===== config.mk =====
export PLATFORM = sky130hd
export DESIGN_NAME = rxto_timer
export DESIGN_NICKNAME = d
export VERILOG_FILES = /design/src/rtl/rxto_pkg.sv /design/src/rtl/rxto_cmd_decode.sv /design/src/rtl/rxto_mode_reg.sv /design/src/rtl/rxto_downcounter.sv /design/src/rtl/rxto_ready_flag.sv /design/src/rtl/rxto_timer.sv
export SDC_FILE = /design/constraint.sdc
export NUM_CORES = 1
export LEC_CHECK = 0
export BUFFER_PORTS_ARGS = -buffer_cell sky130_fd_sc_hd__buf_2
export CAP_MARGIN = 20
export CELL_PAD_IN_SITES_DETAIL_PLACEMENT = 0
export CELL_PAD_IN_SITES_GLOBAL_PLACEMENT = 1
export CORE_MARGIN = 1.5
export CORE_UTILIZATION = 37
export DETAILED_ROUTE_END_ITERATION = 8
export GPL_TIMING_DRIVEN = 0
export PLACE_DENSITY = 0.79
export RECOVER_POWER = 100
export SYNTH_ARGS = -nofsm -noshare
export SYNTH_HDL_FRONTEND = slang
export SYNTH_SLANG_ARGS = --single-unit

===== constraint.sdc =====
create_clock -name clk -period 2.45 [get_ports clk]
set_input_delay 0.1225 -clock clk [delete_from_list [all_inputs] [get_ports clk]]
set_output_delay 0.1225 -clock clk [all_outputs]
set_load 0.02 [all_outputs]

===== src/rtl/rxto_pkg.sv =====
package rxto_pkg;

  typedef enum logic {
    MODE_NORMAL  = 1'b0,
    MODE_TIMEOUT = 1'b1
  } rxto_mode_e;

  // Actions the decoder asks of the datapath in one cycle
  typedef struct packed {
    logic load;     // copy preload and run
    logic halt;     // stop counting, hold value
    logic clr_rdy;  // drop the ready flag
  } rxto_ctl_t;

endpackage


===== src/rtl/rxto_cmd_decode.sv =====
module rxto_cmd_decode
  import rxto_pkg::*;
(
  input  rxto_mode_e mode_q,
  input  logic       cmd_start,
  input  logic       cmd_stop,
  input  logic       tmo_on,
  input  logic       tmo_off,
  input  logic       char_done,
  output rxto_ctl_t  ctl,
  output rxto_mode_e mode_nxt
);

  always_comb begin
    ctl      = '0;
    mode_nxt = mode_q;
    if (tmo_on) begin
      // Mode entry overrides every other strobe of the cycle
      mode_nxt    = MODE_TIMEOUT;
      ctl.halt    = 1'b1;
      ctl.clr_rdy = 1'b1;
    end else begin
      if (mode_q == MODE_TIMEOUT) begin
        // Host strobes locked out; only character arrivals rearm
        if (char_done) ctl.load = 1'b1;
      end else begin
        if (cmd_stop) begin
          ctl.halt    = 1'b1;
          ctl.clr_rdy = 1'b1;
        end else if (cmd_start) begin
          ctl.load = 1'b1;
        end
      end
      if (tmo_off) mode_nxt = MODE_NORMAL;
    end
  end

endmodule


===== src/rtl/rxto_mode_reg.sv =====
module rxto_mode_reg
  import rxto_pkg::*;
(
  input  logic       clk,
  input  logic       rst_n,
  input  rxto_mode_e mode_nxt,
  output rxto_mode_e mode_q
);

  always_ff @(posedge clk or negedge rst_n) begin
    if (!rst_n) mode_q <= MODE_NORMAL;
    else        mode_q <= mode_nxt;
  end

endmodule


===== src/rtl/rxto_downcounter.sv =====
module rxto_downcounter #(
  parameter int CNT_W = 16
) (
  input  logic             clk,
  input  logic             rst_n,
  input  logic             load,
  input  logic             halt,
  input  logic             tick_en,
  input  logic [CNT_W-1:0] load_val,
  output logic [CNT_W-1:0] cnt_q,
  output logic             run_q,
  output logic             expire
);

  localparam logic [CNT_W-1:0] CNT_ONE = CNT_W'(1);

  logic last_step;
  assign last_step = (cnt_q == '0) || (cnt_q == CNT_ONE);
  assign expire    = run_q && tick_en && !load && !halt && last_step;

  always_ff @(posedge clk or negedge rst_n) begin
    if (!rst_n) begin
      cnt_q <= '0;
      run_q <= 1'b0;
    end else if (load) begin
      cnt_q <= load_val;
      run_q <= 1'b1;
    end else if (halt) begin
      run_q <= 1'b0;
    end else if (run_q && tick_en) begin
      cnt_q <= (cnt_q == '0) ? '0 : cnt_q - CNT_ONE;
      if (last_step) run_q <= 1'b0;
    end
  end

endmodule


===== src/rtl/rxto_ready_flag.sv =====
module rxto_ready_flag (
  input  logic clk,
  input  logic rst_n,
  input  logic set_i,
  input  logic clr_i,
  output logic flag_q
);

  always_ff @(posedge clk or negedge rst_n) begin
    if (!rst_n)     flag_q <= 1'b0;
    else if (clr_i) flag_q <= 1'b0;
    else if (set_i) flag_q <= 1'b1;
  end

endmodule


===== src/rtl/rxto_timer.sv =====
module rxto_timer
  import rxto_pkg::*;
#(
  parameter int CNT_W = 16
) (
  input  logic             clk,
  input  logic             rst_n,
  input  logic             tick_en,
  input  logic [CNT_W-1:0] preload_val,
  input  logic             cmd_start,
  input  logic             cmd_stop,
  input  logic             tmo_on,
  input  logic             tmo_off,
  input  logic             char_done,
  output logic             ctr_ready,
  output logic             ctr_active,
  output logic [CNT_W-1:0] ctr_value,
  output logic             tmo_active
);

  rxto_mode_e mode_q;
  rxto_mode_e mode_nxt;
  rxto_ctl_t  ctl;
  logic       expire;

  rxto_cmd_decode u_dec (
    .mode_q    (mode_q),
    .cmd_start (cmd_start),
    .cmd_stop  (cmd_stop),
    .tmo_on    (tmo_on),
    .tmo_off   (tmo_off),
    .char_done (char_done),
    .ctl       (ctl),
    .mode_nxt  (mode_nxt)
  );

  rxto_mode_reg u_mode (
    .clk      (clk),
    .rst_n    (rst_n),
    .mode_nxt (mode_nxt),
    .mode_q   (mode_q)
  );

  rxto_downcounter #(.CNT_W(CNT_W)) u_cnt (
    .clk      (clk),
    .rst_n    (rst_n),
    .load     (ctl.load),
    .halt     (ctl.halt),
    .tick_en  (tick_en),
    .load_val (preload_val),
    .cnt_q    (ctr_value),
    .run_q    (ctr_active),
    .expire   (expire)
  );

  rxto_ready_flag u_flag (
    .clk    (clk),
    .rst_n  (rst_n),
    .set_i  (expire),
    .clr_i  (ctl.clr_rdy),
    .flag_q (ctr_ready)
  );

  assign tmo_active = (mode_q == MODE_TIMEOUT);

endmodule


==> impl_metrics.yaml <==
detailed_routing:
  route.detailed.wl_per_inst_microns: 15.7
  vias: 1407
  routed_via_density: 5.74
  drt.antenna.violating_nets: 0
  drt_iter0_markers: 67
  routed_wirelength_mm: 3.84
  detail_route.first_pass.iterations: 5
  remaining_drc_errors: 0
setup_path:
  r2r_worst_path_depth: 7
  critical_path_peak_fanout: 10
  critical_path_start_type: "flip-flop"
  setup.worst_path.end: "u_cnt.cnt_q[4]"
  cp-startpoint: "u_cnt.cnt_q[0]"
  critPathArrivalTime_ns: 2.38
  critPathRequiredTime_ns: 2.69
  critical_path.endpoint_type: "flip-flop"
  rr_startpoint: "u_cnt.cnt_q[0]"
  regToRegSetupSlack_ns: 0.31
  crit_type: "flip-flop to flip-flop"
  regToRegEndpoint: "u_cnt.cnt_q[4]"
final_layout:
  final_layout_size_suffix_gt1_share_pct: 17.6
  finalNetCount: 227
  num_antenna_cells: 0
  fillers: 369
  mostFrequentLayoutCell: "sky130_fd_sc_hd__clkbuf_1"
  layout.cells.most_common_list: "26 x sky130_fd_sc_hd__clkbuf_1, 23 x sky130_fd_sc_hd__buf_2, 19 x sky130_fd_sc_hd__dfrtp_1, 14 x sky130_fd_sc_hd__nand2_1, 13 x sky130_fd_sc_hd__nand3_1"
  final_core_util_pct: 47.9
  multi_input_comb_area_sq_um: 826
  area_growth_syn_to_layout_pct: 22.2
  ff_latch_area_sq_um: 475
yosys:
  synth-edff-count: 0
  syn-mean-instance-area_sq_um: 8.87
  yosys_warnings: 0
  synth-seq-cells: 19
  synth_cell_type_count: 46
  yosys.area.top_type: "sky130_fd_sc_hd__dfrtp_1"
  async_reset_ff_share_pct: 100
  synth_top_area_share_pct: 35.5
  seq_area_frac_synth_pct: 35.5
  synth_cells: 151
  mappedNetlistArea_sq_mm: 0.00134
  primary_ff_master_synth: "sky130_fd_sc_hd__dfrtp_1"
  synth.top_cells.by_area: "sky130_fd_sc_hd__dfrtp_1 36%, sky130_fd_sc_hd__nand3_1 4.9%, sky130_fd_sc_hd__nand2_1 3.9%"
  synth_nets: 178
global_routing:
  grt_remaining_overflow: 0
  grt_max_degree: 20
  first_global_vias: 1244
  grt_usage_pct: 19.8
  grt_antenna_before_repair: 0
  wire_length_of_the_first_global_routing_pass_mm: 6.18
sta:
  setup-tns-final_ns: 0
  finalCritPeriodShare_pct: 87.4
  highest_clock_rate_mhz: 467
  maxSlewHeadroom_pct: 24.3
  setup-violations-final: 0
  unrepaired_setup_endpoints_after_global_routing: "no"
  timing.final.max_slew_violations: 0
  finalClockSkew_ns: 0.00125
  finalWorstPathRequiredPeriod_ns: 2.14
  hold_violations: 0
  tightestPinTransition_ns: 1.14
floorplan:
  floorplan.core_area_sq_mm: 0.00342
  floorplan.initialDensity_pct: 39.2
  die_y_microns: 63.2
  num_rows: 21
  fp.dieW_microns: 63.2
  design.die.area_sq_mm: 0.00399
  io_pins: 43
clock_tree:
  tritoncts: "yes"
  cts_max_level: 1
  number_of_buffers_inserted_by_post_cts_setup_repair: 0
  cts.reportedPaths.clkPinSlew_ns: 0.11
  cts_max_path_buffers: 2
  cts.root.buffer_cell: "sky130_fd_sc_hd__clkbuf_4"
  cts-buffers-inserted: 3
  clock-sinks: 19
  clk-insertion-delay-late_ns: 0.31
power:
  static_leak_nw: 0.626
  power.density_cell_area_mw_per_mm2: 610
  power_w: 0.000998
  ir_drop_uv: 315
placement:
  place_congestion: 0.823
  detailedPlacementHpwl_mm: 2.74
  port_buffers: 42
worst_hold_path:
  hp-class: "input port to flip-flop"
run:
  timing.max_cap.violations: 0
outcome:
  outcome: "finished clean"
[cell families after synthesis]
| group | synth area share, % |
|---|---|
| xor gates and xnor gates | 3.27 |
| adders and majority gates | 2.80 |
| AOI/OAI and AO/OA | 17.9 |
| buffers and inverters | 3.46 |
| and+or+nand+nor | 37.0 |
| DFF | 35.5 |
[power breakdown]
| part | internal (W) | switching (W) | leakage (nW) | total [W] |
|---|---|---|---|---|
| Clock | 0.0000637 | 0.000107 | 0.0150 | 0.000171 |
| Combinational | 0.000131 | 0.000223 | 0.386 | 0.000354 |
| Sequential | 0.000366 | 0.000107 | 0.226 | 0.000473 |
| Total | 0.000561 | 0.000437 | 0.626 | 0.000998 |
[what timing repair did]
action / 4_1_cts / 5_1_grt
hold buffers: 2 / 0
endpoints found under the hold margin: 20 / 0
endpoints found under the setup margin: 0 / 1
resized for setup: 0 / 1
[cells in the mapped netlist (3+ instances only)]
library cell and instances:
sky130_fd_sc_hd__nand4_1 5, sky130_fd_sc_hd__nor3_1 3, sky130_fd_sc_hd__nand4b_1 3, sky130_fd_sc_hd__nand3_1 13, sky130_fd_sc_hd__and3_1 3, sky130_fd_sc_hd__xor2_1 4
sky130_fd_sc_hd__nor2_1 9, sky130_fd_sc_hd__nor4_1 3, sky130_fd_sc_hd__a31oi_1 4, sky130_fd_sc_hd__o211ai_1 7, sky130_fd_sc_hd__o21ai_0 5, sky130_fd_sc_hd__dfrtp_1 19
sky130_fd_sc_hd__a21oi_1 5, sky130_fd_sc_hd__a211oi_1 3, sky130_fd_sc_hd__clkbuf_1 5, sky130_fd_sc_hd__ha_1 3, sky130_fd_sc_hd__inv_1 6, sky130_fd_sc_hd__nand2_1 14
[through the flow]
| step | setup slack, ns | cells | cell area [sq um] | hold WS (ns) |
|---|---|---|---|---|
| 3_5_place_dp | 0.181 | 239 | 1610 | 0.108 |
| 4_1_cts | 0.155 | 245 | 1650 | 0.0207 |
| 6_report | 0.309 | 245 | 1640 | 0.0201 |
| 5_1_grt | 0.160 | 245 | 1640 | 0.0197 |
| 3_3_place_gp | 0.226 | 239 | 1610 | 0.103 |
| 2_1_floorplan | 0.462 | 151 | 1340 | -0.173 |
[flip-flops by register name (all words and copies together), names as in the netlist]
name and flops:
u_mode.mode_q 1, u_flag.flag_q 1, u_cnt.run_q 1, u_cnt.cnt_q 16
[cell type report]
cell class | instances | area share [%]
Buffer | 6 | 1.45
Multi-Input combinational cell | 120 | 50.5
Timing Repair Buffer | 44 | 12.5
Sequential cell | 19 | 29.1
Tap cell | 46 | 3.52
Inverter | 6 | 1.38
Clock buffer | 4 | 1.61
[critical path: stages (launching register included)]
cell                       delay [ns]
sky130_fd_sc_hd__dfrtp_1         0.39
sky130_fd_sc_hd__clkbuf_1        0.33
sky130_fd_sc_hd__inv_1           0.13
sky130_fd_sc_hd__ha_1            0.24
sky130_fd_sc_hd__nor4b_2         0.18
sky130_fd_sc_hd__nand4_4         0.18
sky130_fd_sc_hd__or4b_1          0.45
sky130_fd_sc_hd__a31oi_1         0.16
[routing by layer]
metal	vias to the layer above	GRT usage (%)	routed length (microns)
met1	672	26.5	1760
met3	5	3.93	240
li1	675	-	-
met2	55	31.9	1790
met5	-	0	0
met4	0	6.67	51
[worst min-delay path by stage]
stage                               from        endpoint  slack [ns]  cells after the start
after floorplan                    rst_n  u_cnt.cnt_q[0]       -0.17                      0
after global placement             rst_n   u_mode.mode_q        0.10                      1
after detailed placement           rst_n   u_mode.mode_q        0.11                      1
after CTS                 preload_val[3]  u_cnt.cnt_q[3]        0.02                      3
after global routing      preload_val[9]  u_cnt.cnt_q[9]        0.02                      3
final                     preload_val[3]  u_cnt.cnt_q[3]        0.02                      3
Power figures use the tool's default switching activity.
